[config.mk]
export PLATFORM = sky130hd
export DESIGN_NAME = cyc_irq_timer
export DESIGN_NICKNAME = d
export VERILOG_FILES = /design/src/rtl/cyc_irq_pkg.sv /design/src/rtl/cyc_irq_ctrl.sv /design/src/rtl/cyc_irq_counter.sv /design/src/rtl/cyc_irq_flag.sv /design/src/rtl/cyc_irq_timer.sv
export SDC_FILE = /design/constraint.sdc
export NUM_CORES = 1
export LEC_CHECK = 0
export BUFFER_PORTS_ARGS = -buffer_cell sky130_fd_sc_hd__buf_2
export CORE_MARGIN = 5
export CORE_UTILIZATION = 47
export CTS_CLUSTER_SIZE = 10
export DETAILED_ROUTE_END_ITERATION = 16
export PLACE_DENSITY_LB_ADDON = 0.15
export SYNTH_ARGS = -nofsm -noshare
export SYNTH_HDL_FRONTEND = slang
export SYNTH_HIERARCHICAL = 1
export SYNTH_SLANG_ARGS = --single-unit
[constraint.sdc]
create_clock -name clk -period 5.2 [get_ports clk]
set_input_delay 0.26 -clock clk [delete_from_list [all_inputs] [get_ports clk]]
set_output_delay 0.26 -clock clk [all_outputs]
set_load 0.01 [all_outputs]
[src/rtl/cyc_irq_pkg.sv]
package cyc_irq_pkg;
  localparam int DEF_CNT_W  = 16;
  localparam int DEF_DATA_W = 8;

  function automatic int lanes_of(input int cnt_w, input int data_w);
    return cnt_w / data_w;
  endfunction
endpackage

[src/rtl/cyc_irq_ctrl.sv]
module cyc_irq_ctrl #(
  parameter int DATA_W = 8
) (
  input  logic              clk,
  input  logic              rst,
  input  logic              ctl_wr,
  input  logic [DATA_W-1:0] wdata,
  output logic              run_q
);
  always_ff @(posedge clk) begin
    if (rst)         run_q <= 1'b0;
    else if (ctl_wr) run_q <= wdata[0];
  end
endmodule

[src/rtl/cyc_irq_counter.sv]
module cyc_irq_counter #(
  parameter int CNT_W  = 16,
  parameter int DATA_W = 8,
  localparam int LANES = CNT_W / DATA_W
) (
  input  logic              clk,
  input  logic              rst,
  input  logic              run,
  input  logic              cpu_tick,
  input  logic [LANES-1:0]  cnt_wr,
  input  logic [DATA_W-1:0] wdata,
  output logic [CNT_W-1:0]  cnt_q,
  output logic              hit_zero
);
  localparam logic [CNT_W-1:0] ONE = CNT_W'(1);

  logic             any_wr;
  logic             step;
  logic [CNT_W-1:0] loaded;
  logic [CNT_W-1:0] cnt_d;

  assign any_wr = |cnt_wr;
  assign step   = run && cpu_tick && !any_wr;

  for (genvar g = 0; g < LANES; g++) begin : g_lane
    assign loaded[g*DATA_W +: DATA_W] = cnt_wr[g] ? wdata : cnt_q[g*DATA_W +: DATA_W];
  end

  always_comb begin
    cnt_d = cnt_q;
    if (any_wr)    cnt_d = loaded;
    else if (step) cnt_d = cnt_q - ONE;
  end

  assign hit_zero = step && (cnt_q == ONE);

  always_ff @(posedge clk) begin
    if (rst) cnt_q <= '0;
    else     cnt_q <= cnt_d;
  end
endmodule

[src/rtl/cyc_irq_flag.sv]
module cyc_irq_flag (
  input  logic clk,
  input  logic rst,
  input  logic ack,
  input  logic hit_zero,
  output logic irq_q
);
  always_ff @(posedge clk) begin
    if (rst)           irq_q <= 1'b0;
    else if (ack)      irq_q <= 1'b0;
    else if (hit_zero) irq_q <= 1'b1;
  end
endmodule

[src/rtl/cyc_irq_timer.sv]
module cyc_irq_timer
  import cyc_irq_pkg::*;
#(
  parameter int CNT_W  = DEF_CNT_W,
  parameter int DATA_W = DEF_DATA_W,
  localparam int LANES = lanes_of(CNT_W, DATA_W)
) (
  input  logic              clk,
  input  logic              rst,
  input  logic              cpu_tick,
  input  logic [LANES-1:0]  cnt_wr,
  input  logic              ctl_wr,
  input  logic [DATA_W-1:0] wdata,
  output logic              irq
);
  logic             run_q;
  logic             hit_zero;
  logic [CNT_W-1:0] cnt_q;

  cyc_irq_ctrl #(.DATA_W(DATA_W)) u_ctrl (
    .clk(clk), .rst(rst), .ctl_wr(ctl_wr), .wdata(wdata), .run_q(run_q)
  );

  cyc_irq_counter #(.CNT_W(CNT_W), .DATA_W(DATA_W)) u_cnt (
    .clk(clk), .rst(rst), .run(run_q), .cpu_tick(cpu_tick),
    .cnt_wr(cnt_wr), .wdata(wdata), .cnt_q(cnt_q), .hit_zero(hit_zero)
  );

  cyc_irq_flag u_flag (
    .clk(clk), .rst(rst), .ack(ctl_wr), .hit_zero(hit_zero), .irq_q(irq)
  );
endmodule

==> flow_summary.yaml <==
sta:
  report.final.slew_viol_count: 0
  timing.final.setup_violations: 0
  slew_headroom: 0.555
  achievable-frequency_mhz: 433
  hold_violations: 0
  timing.clock.skew_ns: 0.00601
  max_slew.worst_pin.slew_ns: 0.662
  timing.setup.tns_ns: 0
  worst_slack_ns: 2.89
  setup_repair_after_global_routing_missed_its_margin: "false"
  period_share: 0.444
  finalCriticalPeriod_ns: 2.31
floorplanning:
  chipHeight_um: 57.5
  floorplan.die_area_um2: 3310
  placement_rows: 17
  fp.coreArea_um2: 2190
  pin_count: 15
  width_of_the_die_um: 57.5
  start_util: 0.485
place:
  dpl_worst_slack_ns: 2.94
  place_hpwl_um: 2030
  portBuffers: 14
  routability_congestion: 0.814
hold_path:
  worstHoldEndpoint: "u_flag/irq_q"
  holdCritStartpoint: "ctl_wr"
  worst_hold_path.num_cells: 2
  hold_path_class: "in -> reg"
worst_setup_path:
  regToRegStartpoint: "u_cnt/cnt_q[2]"
  timing.rr.end: "u_cnt/cnt_q[12]"
  timing.reg2reg.setup_slack_ns: 2.89
  worst-r2r-cell-count: 4
  critical_path_peak_fanout: 8
  path_class: "reg -> reg"
  critPathRequiredTime_ns: 5.40
  crit_end_category: "flip-flop"
  worstSetupStartpoint: "u_cnt/cnt_q[2]"
  startpoint_type: "flip-flop"
  worst_ep_arrival_ns: 2.51
clock_network:
  cts-resized-gates: 0
  cts-htree-levels: 1
  cts_tree: "built"
  post_cts_hold_buffer_count: 0
  tritoncts.num_buffers: 3
  cts.clk_slew.worst_paths_ns: 0.11
  post_cts.repair.setup_buffers: 0
  worst_skew_pair_latency_ns: 0.30
  clock-sinks: 18
  ctsRootBufferMaster: "clkbuf_4"
  clk_path_buf_depth: 2
drt:
  drt_drc: 0
  finalWirelength_um: 2690
  avgRoutedWirePerCell_um: 15.6
  vias: 1074
  detail-route-antenna-nets: 0
  post_drt_via_cell_ratio: 6.24
  drt_iter0_markers: 36
  drt_pass1_iterations: 4
yosys:
  yosys-top-cells-count: "dfxtp_1 (18), nand2_1 (11), nor2_1 (11)"
  synth-compound-area-share: 0.256
  synth-seq-area-share: 0.339
  yosys.cell_count.top_type: "dfxtp_1"
  post-synth-top-area-cell: "dfxtp_1"
  synth_top_cells_by_area: "dfxtp_1 (34%), o311ai_0 (4.1%), nand2_1 (3.9%), nor2_1 (3.9%), a21oi_1 (3.8%)"
  synth_top_family_by_area: "simple AND/OR/NAND/NOR gates"
  synth_net_count: 147
  fraction_of_synthesis_flops_using_an_asynchronous_set_or_reset_pin: 0
  synth_simple_gate_area_frac: 0.296
  synth-main-ff-cell: "dfxtp_1"
  synth.lib_cells_used.distinct: 40
  synthAdderAreaFrac: 0.0236
  average_cell_area_after_synthesis_um2: 8.11
  post_synth_inst_count: 131
  syn-cell-area_um2: 1060
  synth_xor_xnor_area_share: 0.0247
  yosys_register_bits: 18
  synth-edff-count: 0
  muxShareOfSynthArea: 0.00942
  synthesis.yosys.warnings: 6
  synth_top_area_share: 0.339
layout:
  finalNetCount: 161
  areaGrowthSynthToFinish_pct: 10.2
  antenna_cells: 0
  final_layout_size_suffix_gt1_frac: 0.222
  post-route-util: 0.535
grt:
  grt_overall_usage: 0.175
  global_route_wire_length_before_repair_um: 4480
  first_global_vias: 997
  grt_start_max_net_pins: 18
  grt_antenna_before_repair: 0
  grt.overflow.total: 0
pwr:
  proportion_of_total_power_due_to_net_switching: 0.300
  power_per_cell_area_nw_per_um2: 264
  share_seq_of_total_power: 0.502
  power.leakage_nw: 0.440
  worst_ir_drop_on_vdd_v: 0.000151
  total_switching_power_uw: 92.7
  intPower_uw: 216
  pwr-share-clk: 0.283
  share_comb_of_total_power: 0.215
outcome:
  run_status: "finished, final reports clean"
run:
  max_cap_viol_count: 0
-- worst max path at each step --
stage	end	slack [ns]
finish	u_cnt/cnt_q[12]	2.89
global route	u_cnt/cnt_q[12]	2.64
CTS	u_cnt/cnt_q[12]	2.91
detailed placement	u_cnt/cnt_q[12]	2.94
global placement	u_cnt/cnt_q[12]	3.02
floorplan	u_cnt/cnt_q[14]	3.19
-- critical path, stage by stage, from the launching register on --
cell	delay, ns
dfxtp_1	0.35
nor3_1	0.58
nand3_1	0.40
or4_2	0.63
a32o_1	0.26
-- cells by family after synthesis --
kind of cell,Yosys count
AO/OA/AOI/OAI,39
XOR/XNOR,3
adder cells (fa/ha/maj),2
buffers and inverters,11
flip-flops,18
multiplexers,1
AND/OR/NAND/NOR,57
-- power by group through the flow --
| stage | clock, mW | sequential [mW] | combinational (mW) |
|---|---|---|---|
| after floorplan | 0 | 0.156 | 0.0486 |
| after global placement | 0 | 0.158 | 0.0641 |
| after detailed placement | 0 | 0.158 | 0.0650 |
| after CTS | 0.0914 | 0.155 | 0.0655 |
| after global routing | 0.0963 | 0.157 | 0.0737 |
| final | 0.0874 | 0.155 | 0.0663 |
-- layout by cell type, fill, tap and decap left out, types with 4 or more instances in the layout --
master / netlist / layout
a21oi_1: 8 / 8
dfxtp_1: 18 / 18
nor3_1: 4 / 4
nor2_1: 11 / 11
buf_2: 0 / 14
or2_2: 5 / 5
o311ai_0: 5 / 5
o21ai_0: 8 / 8
nand3_1: 8 / 8
nand2_1: 11 / 11
inv_1: 6 / 6
-- metrics by stage --
step	power (mW)	cell area [um^2]	std cells	hold slack (ns)
global route	0.327	1170	172	0.127
detailed placement	0.223	1130	168	0.463
CTS	0.312	1170	172	0.128
finish	0.309	1170	172	0.139
floorplan	0.205	1060	131	0.329
global placement	0.222	1130	168	0.458
-- per-layer routing --
layer,vias to the layer above,part of all wire,GRT usage
met4,0,0.018,0.0861
met5,-,0,0
met2,41,0.50,0.284
li1,524,-,-
met1,503,0.42,0.211
met3,6,0.067,0.0475
-- cell type report --
class	count	area [um^2]
fillers	203	1020
flip-flops and latches	18	360
multi-input cells	102	647
inverters	6	22.5
clock buffers	4	36.3
well taps	28	35.0
repair buffers	14	70.1
-- sequential cells by signal, summed over array words and instances, names as in the netlist --
signal	count
u_flag/irq_q	1
u_cnt/cnt_q	16
u_ctrl/run_q	1
Note: power is estimated with default switching activity, not from simulation.
